`src/rtl/tmr_evcnt.sv`:
```
module tmr_evcnt #(
  parameter int W = 16
) (
  input  logic         clk,
  input  logic         rst_n,
  input  logic         wr_en,
  input  logic [1:0]   wr_addr,
  input  logic [W-1:0] wr_data,
  input  logic         tick_sys,
  input  logic         tick_rtc,
  input  logic         ext_in,
  input  logic         pfd_en,
  output logic [W-1:0] count,
  output logic [7:0]   ctrl,
  output logic         irq_flag,
  output logic         irq,
  output logic         pfd_out
);
  localparam logic [W-1:0] ALL1 = '1;

  logic [W-1:0] pre_q;
  logic [1:0]   mode;
  logic         edge_fall, run, src_sys;
  logic         irq_en, tog, pw_busy;
  logic [2:0]   sy;
  logic         rise, fall, act_edge, end_edge, lvl, tick;
  logic         pw_arm, pw_end, inc, ovf;
  logic         wr_pre, wr_ctl, wr_irq;

  assign wr_pre = wr_en && wr_addr == 2'd0;
  assign wr_ctl = wr_en && wr_addr == 2'd1;
  assign wr_irq = wr_en && wr_addr == 2'd2;

  assign rise     = sy[1] & ~sy[2];
  assign fall     = ~sy[1] & sy[2];
  assign act_edge = edge_fall ? fall : rise;
  assign end_edge = edge_fall ? rise : fall;
  assign lvl      = sy[1] ^ edge_fall;
  assign tick     = src_sys ? tick_sys : tick_rtc;

  assign pw_arm = run && mode == 2'b11 && !pw_busy && act_edge;
  assign pw_end = pw_busy && end_edge;

  always_comb begin
    unique case (mode)
      2'b01:   inc = run & act_edge;
      2'b10:   inc = run & tick;
      2'b11:   inc = run & (pw_busy | pw_arm) & lvl & tick;
      default: inc = 1'b0;
    endcase
  end

  assign ovf = inc && count == ALL1;

  always_ff @(posedge clk or negedge rst_n) begin
    if (!rst_n) begin
      sy        <= '0;
      pre_q     <= '0;
      count     <= '0;
      mode      <= '0;
      edge_fall <= 1'b0;
      run       <= 1'b0;
      src_sys   <= 1'b0;
      pw_busy   <= 1'b0;
      irq_flag  <= 1'b0;
      irq_en    <= 1'b0;
      tog       <= 1'b0;
    end else begin
      sy <= {sy[1:0], ext_in};

      if (wr_pre) pre_q <= wr_data;

      if (wr_pre && !run)  count <= wr_data;
      else if (inc)        count <= ovf ? pre_q : count + 1'b1;

      if (wr_ctl) begin
        mode      <= wr_data[7:6];
        src_sys   <= wr_data[5];
        run       <= wr_data[4];
        edge_fall <= wr_data[3];
        pw_busy   <= 1'b0;
      end else begin
        if (pw_arm) pw_busy <= 1'b1;
        if (pw_end) begin
          pw_busy <= 1'b0;
          run     <= 1'b0;
        end
      end

      if (ovf)                       irq_flag <= 1'b1;
      else if (wr_irq && wr_data[1]) irq_flag <= 1'b0;
      if (wr_irq) irq_en <= wr_data[0];

      if (ovf) tog <= ~tog;
    end
  end

  assign ctrl    = {mode, src_sys, run, edge_fall, 3'b000};
  assign irq     = irq_flag & irq_en;
  assign pfd_out = pfd_en & tog;
endmodule


```
`config.mk`:
```
export PLATFORM = sky130hd
export DESIGN_NAME = tmr_evcnt
export DESIGN_NICKNAME = d
export VERILOG_FILES = /design/src/rtl/tmr_evcnt.sv
export SDC_FILE = /design/constraint.sdc
export NUM_CORES = 1
export LEC_CHECK = 0
export BUFFER_PORTS_ARGS = -buffer_cell sky130_fd_sc_hd__buf_2
export CAP_MARGIN = 20
export CELL_PAD_IN_SITES_DETAIL_PLACEMENT = 1
export CELL_PAD_IN_SITES_GLOBAL_PLACEMENT = 2
export CORE_MARGIN = 5
export CORE_UTILIZATION = 36
export DETAILED_ROUTE_END_ITERATION = 8
export GPL_TIMING_DRIVEN = 0
export PLACE_DENSITY_LB_ADDON = 0.1
export SLEW_MARGIN = 20
export SYNTH_ARGS = -nofsm -noshare
export SYNTH_HDL_FRONTEND = slang
export SYNTH_SLANG_ARGS = --single-unit
export TNS_END_PERCENT = 50
```
`constraint.sdc`:
```
create_clock -name clk -period 5.3 [get_ports clk]
set_clock_uncertainty 0.2 [all_clocks]
set_input_delay 1.325 -clock clk [delete_from_list [all_inputs] [get_ports clk]]
set_output_delay 1.325 -clock clk [all_outputs]
set_load 0.01 [all_outputs]
```
==> flow_summary.toml, run 1 <==
[critical_path]
reg2reg_to = "count[9]$_DFFE_PN0P_"
crit_path_max_incr_delay_ns = 0.51
cp_common_cell = "buf_2"
cpMaxStageDelayCell = "nor3b_4"
r2r-start = "count[0]$_DFFE_PN0P_"
setup.worst_path.end = "count[9]$_DFFE_PN0P_"
reg2reg_slack_ns = 2.76
critPathLaunchType = "primary input"
path_cells = "buf_2 > nor3b_4 > nor2b_1 > buf_2 > clkinv_1 > and2_4 > o21bai_1 > a221o_1"
cp-startpoint = "wr_addr[1]"
worstSetupPathType = "in2reg"
crit_arrival_ns = 3.23
crit_path_end_kind = "flop"
required_ns = 5.28
rr_worst_depth = 7
cp_max_fo = 10

[routing]
drtPass1Iterations = 4
wl_mm = 6.43
wire_per_inst_um = 17.6
drtAntennaViolNets = 0
via_count = 1966
avgViaCountPerCell = 5.37
drc = 0
drt_iter0_markers = 48

[power]
power_density_nw_per_um2 = 384
switching_share_pct = 36.0
switching_power_uw = 381
power_leakage_nw = 1.23
p_int_uw = 677
seqPwrFrac_pct = 49.8
comb_power_share_pct = 29.5
p_clk_share_pct = 20.7
ir_worst_vdd_v = 0.000189

[logic_synthesis]
synth_adder_area_share_pct = 0.540
ys_seq_area_share_pct = 47.5
synth_top_family_by_area = "simple AND/OR/NAND/NOR gates"
yosysTopAreaCell = "dfrtp_1"
synth_compound_area_share_pct = 15.6
yosysUniqueCellTypes = 48
synth_xor_area_share_pct = 2.65
syn_inst = 231
synth_area_leaders = "dfrtp_1, mux2_2, nand2_1"
postSynthAreaPerCell_um2 = 10.0
synth_warnings = 0
post-synth-top-area-fraction_pct = 47.5
synth_edf_count = 0
synth_mux_area_share_pct = 9.56
synth_area_um2 = 2320
synthFlopType = "dfrtp_1"
ys_ff_latch = 44
synth-async-reset-ratio_pct = 100
synth_simple_gate_area_share_pct = 19.8

[sta]
fmax_ghz = 0.308
hold_viol = 0
relSlewSlack_pct = 56.2
rsz0062_at_grt = "no"
setup_violations = 0
worst_slack_ns = 2.05
min_period_ns = 3.25
fin_setup_tns_ns = 0
slew_viol_final = 0
tightest_slew_ns = 0.654
timing.final.crit_share_pct = 61.3

[floorplan]
initial_core_util_pct = 36.7
die-area_um2 = 8140
fp.dieW_um = 90.2
num_rows = 29
core_um2 = 6310
io_pins = 52
die_h_um = 90.2

[grt]
use_met3_pct = 3.34
grt_pass1_wl_mm = 11.1
grtUsageMet2_pct = 25.7
grt_pass1_vias = 2139
antenna_found_initial = 0
busiest_layer = "met2"
overflow = 0
grtUsageTotal_pct = 16.6
grt_max_degree = 45
grt_util_met1_pct = 24.5

[finish]
drive_gt1_share_pct = 29.8
final_area_um2 = 2750
seqCellArea_um2 = 1100
fillers = 744
multi_input_area_um2 = 1130
nets = 314
layout_common_cells = "buf_2, dfrtp_1, nand2_1"
final_common_cell = "buf_2"
n_antenna_cell = 0
syn_to_final_growth_pct = 18.9

[clock_tree]
post_cts_resize_count = 0
numCtsBuffers = 5
clockRootBuffer = "clkbuf_8"
cts_tree = "done"
cts_hold_buf = 0
clkTransAtPathRegs_ns = 0.09
clk_path_buf_depth = 2
cts_max_level = 2
clock-sinks = 44
post_cts_buffers = 0
worstSkewPairLatency_ns = 0.29

[placement]
gp_congestion = 0.771
place_ws_ns = 1.70
hpwlAfterDp_mm = 4.78
io_buffers = 48
postPlaceCellArea_um2 = 2660

[job]
maxCapViolations = 0

[min_path]
hold_path.class = "reg2reg"

[status]
outcome = "complete, no violations"
==> per-layer routing <==
metal	up-vias	part of all wire [%]
li1	950	-
met1	979	51
met2	35	45
met3	2	3.3
met4	0	0.42
met5	-	0
==> worst max-delay path: cells and delay by family <==
kind	cells	cell delay [ns]
buffers and inverters	3	0.56
AOI/OAI and AO/OA	2	0.46
and+or+nand+nor	3	0.88
==> layout make-up <==
class	count	area share (%)
Multi-Input combinational cell	172	40.9
Sequential cell	44	40.0
Timing Repair Buffer	48	8.82
Tap cell	77	3.50
Clock buffer	8	3.27
Buffer	14	3.09
Inverter	3	0.409
==> power by group through the flow <==
stage          Combinational, mW  Sequential (mW)  Clock (mW)
6_report                   0.312            0.527       0.219
5_1_grt                    0.352            0.545       0.239
4_1_cts                    0.318            0.527       0.229
3_5_place_dp               0.316            0.533           0
3_3_place_gp               0.309            0.532           0
2_1_floorplan              0.176            0.529           0
==> worst min-delay path by stage <==
stage,from,to,slack [ns],cells after the start
finish,sy[0]$_DFF_PN0_,sy[1]$_DFF_PN0_,0.16,0
floorplan,sy[0]$_DFF_PN0_,sy[1]$_DFF_PN0_,0.13,0
detailed placement,sy[0]$_DFF_PN0_,sy[1]$_DFF_PN0_,0.14,0
global placement,sy[0]$_DFF_PN0_,sy[1]$_DFF_PN0_,0.13,0
global route,sy[0]$_DFF_PN0_,sy[1]$_DFF_PN0_,0.17,0
CTS,sy[0]$_DFF_PN0_,sy[1]$_DFF_PN0_,0.16,0
==> synthesized netlist by cell type, drive strengths merged, types with 2 or more instances <==
library cell and n:
a211oi 5, nand3 17, a221o 6, inv 2
nand3b 3, o21ai 11, o22ai 3, a22oi 5
a21oi 7, nor3 6, o31ai 2, mux2i 3
a31oi 5, and2 3, clkbuf 5, nor4 3
nand2 24, xor2 3, xnor2 4, dfrtp 44
buf 9, mux2 17, and3 7, nor2b 3
nor2 17
==> logic make-up after synthesis <==
group	Yosys count
mux	20
compound gates	52
other cells	1
xor+xnor	7
fa+ha+maj	1
flops	44
simple gates	89
buf+inv	17
==> registers in the layout, summed over array words and instances (netlist names) <==
signal     cells
sy             3
count         16
pre_q         16
edge_fall      1
mode           2
src_sys        1
irq_en         1
pw_busy        1
tog            1
run            1
irq_flag       1
==> per-stage QoR <==
stage | total power [mW] | std cells | hold slack [ns] | util [%]
2_1_floorplan | 0.705 | 233 | 0.131 | -
3_3_place_gp | 0.841 | 358 | 0.131 | 42.1
3_5_place_dp | 0.849 | 358 | 0.142 | 42.1
4_1_cts | 1.07 | 366 | 0.162 | 43.6
5_1_grt | 1.14 | 366 | 0.171 | 43.6
6_report | 1.06 | 366 | 0.160 | 43.6
(Power assumes the default switching activity.)
==> inputs of run 2 (changes only) <==
--- a/config.mk
+++ b/config.mk
@@ -10,7 +10,7 @@
 export CELL_PAD_IN_SITES_DETAIL_PLACEMENT = 1
 export CELL_PAD_IN_SITES_GLOBAL_PLACEMENT = 2
 export CORE_MARGIN = 5
-export CORE_UTILIZATION = 36
+export CORE_UTILIZATION = 33
 export DETAILED_ROUTE_END_ITERATION = 8
 export GPL_TIMING_DRIVEN = 0
 export PLACE_DENSITY_LB_ADDON = 0.1
==> constraint.sdc (replaced) <==
create_clock -name clk -period 3.3 [get_ports clk]
set_clock_uncertainty 0.2 [all_clocks]
set_input_delay 0.825 -clock clk [delete_from_list [all_inputs] [get_ports clk]]
set_output_delay 0.825 -clock clk [all_outputs]
set_load 0.01 [all_outputs]
==> run 2 against run 1 <==
Die area increased by 8.1%. Critical path depth unchanged. Power increased by 67%. Global-route usage down 0.48 points. Critical path type unchanged. Largest cell class unchanged.
==> flow_summary.toml, run 2 (synthesis results as in run 1) <==
[critical_path]
critPathLaunchType = "primary input"
cpMaxStageDelayCell = "nor3b_4"
path_cells = "buf_2 > nor3b_4 > nor2b_1 > buf_2 > clkinv_1 > and2_4 > o21bai_1 > a221o_1"
required_ns = 3.29
crit_arrival_ns = 2.80
reg2reg_to = "count[9]$_DFFE_PN0P_"
cp_common_cell = "buf_2"
cp_max_fo = 10
r2r-start = "count[0]$_DFFE_PN0P_"
rr_worst_depth = 7
reg2reg_slack_ns = 0.71
crit_path_max_incr_delay_ns = 0.53
worstSetupPathType = "in2reg"
crit_path_end_kind = "flop"

[sta]
rsz0062_at_grt = "no"
timing.final.crit_share_pct = 85.0
tightest_slew_ns = 0.704
setup_violations = 0
fin_setup_tns_ns = 0
relSlewSlack_pct = 52.8
hold_viol = 0
slew_viol_final = 0
fmax_ghz = 0.356
min_period_ns = 2.81

[routing]
wire_per_inst_um = 17.3
drtPass1Iterations = 4
drtAntennaViolNets = 0
drt_iter0_markers = 69
drc = 0
wl_mm = 6.67
avgViaCountPerCell = 5.23
via_count = 2012

[grt]
grt_pass1_wl_mm = 11.0
grt_max_degree = 45
overflow = 0
grtUsageTotal_pct = 16.2
grt_pass1_vias = 2100
antenna_found_initial = 0

[power]
total_power_mw = 1.77
power_density_nw_per_um2 = 633
power_leakage_nw = 1.24
ir_worst_vdd_v = 0.000244

[finish]
drive_gt1_share_pct = 30.4
biggestRegsByFlops = "count: 16 flops, pre_q: 16 flops, sy: 3 flops"
final_common_cell = "buf_2"
n_antenna_cell = 0
fin_util_pct = 41.2
syn_to_final_growth_pct = 20.8
nets = 314
layout_common_cells = "buf_2, dfrtp_1, nand2_1"

[floorplan]
io_pins = 52
die-area_um2 = 8790
die_h_um = 93.8
fp.dieW_um = 93.8
num_rows = 30
initial_core_util_pct = 34.1
core_um2 = 6790

[clock_tree]
clockRootBuffer = "clkbuf_8"
post_cts_resize_count = 0
clk_path_buf_depth = 2
post_cts_buffers = 0
cts_hold_buf = 0
cts_max_level = 2
numCtsBuffers = 5
cts_tree = "done"
clock-sinks = 44
worstSkewPairLatency_ns = 0.30
clkTransAtPathRegs_ns = 0.09

[min_path]
hold_path.class = "reg2reg"
hold_end = "sy[1]$_DFF_PN0_"
hold_start = "sy[0]$_DFF_PN0_"
min_delay_path_depth = 0

[placement]
hpwlAfterDp_mm = 4.86
io_buffers = 48
gp_congestion = 0.721

[status]
outcome = "complete, no violations"

[job]
maxCapViolations = 0
[run 2: metrics by stage]
stage,hold WS [ns],area [µm²],cells,setup slack (ns)
2_1_floorplan,0.131,2320,233,0.819
3_3_place_gp,0.135,2680,377,0.181
3_5_place_dp,0.136,2680,377,0.161
4_1_cts,0.157,2800,385,0.483
5_1_grt,0.175,2800,385,0.389
6_report,0.156,2800,385,0.494
[run 2: worst max path at each step]
| stage | startpoint | end | slack, ns | cells after the start |
|---|---|---|---|---|
| after global routing | wr_addr[1] | count[9]$_DFFE_PN0P_ | 0.39 | 8 |
| after CTS | wr_addr[1] | count[9]$_DFFE_PN0P_ | 0.48 | 8 |
| final | wr_addr[1] | count[9]$_DFFE_PN0P_ | 0.49 | 8 |
| after detailed placement | wr_addr[1] | count[9]$_DFFE_PN0P_ | 0.16 | 8 |
| after global placement | wr_addr[1] | count[9]$_DFFE_PN0P_ | 0.18 | 8 |
| after floorplan | wr_addr[1] | count[9]$_DFFE_PN0P_ | 0.82 | 7 |
[run 2: report_power, final]
group          switching, mW  leakage (nW)  internal [mW]
Combinational          0.254         0.645          0.245
Sequential             0.182         0.540          0.669
Clock                  0.196        0.0541          0.224
Total                  0.633          1.24           1.14
[run 2: final cells by class]
type                       count  area (µm²)
fill                         806        4000
sequential                    44        1100
clock buffer                   5        68.8
tap                           96         120
clock inverter                 3        42.5
buffer                        14        85.1
timing repair buffer          48         243
multi-input combinational    172        1130
inverter                       3        11.3
[run 2: per-layer routing]
layer  vias up  global-route usage, %  share of wire, %
met5         -                      0                 0
met4         0                   4.45               1.3
met3        10                   3.61               4.4
li1        950                      -                 -
met2        46                   24.5                45
met1      1006                   23.1                49
[run 2: worst max-delay path, delay by kind of cell]
| kind | cells | cell delay, ns |
|---|---|---|
| buf+inv | 3 | 0.58 |
| compound gates | 2 | 0.48 |
| simple gates | 3 | 0.92 |
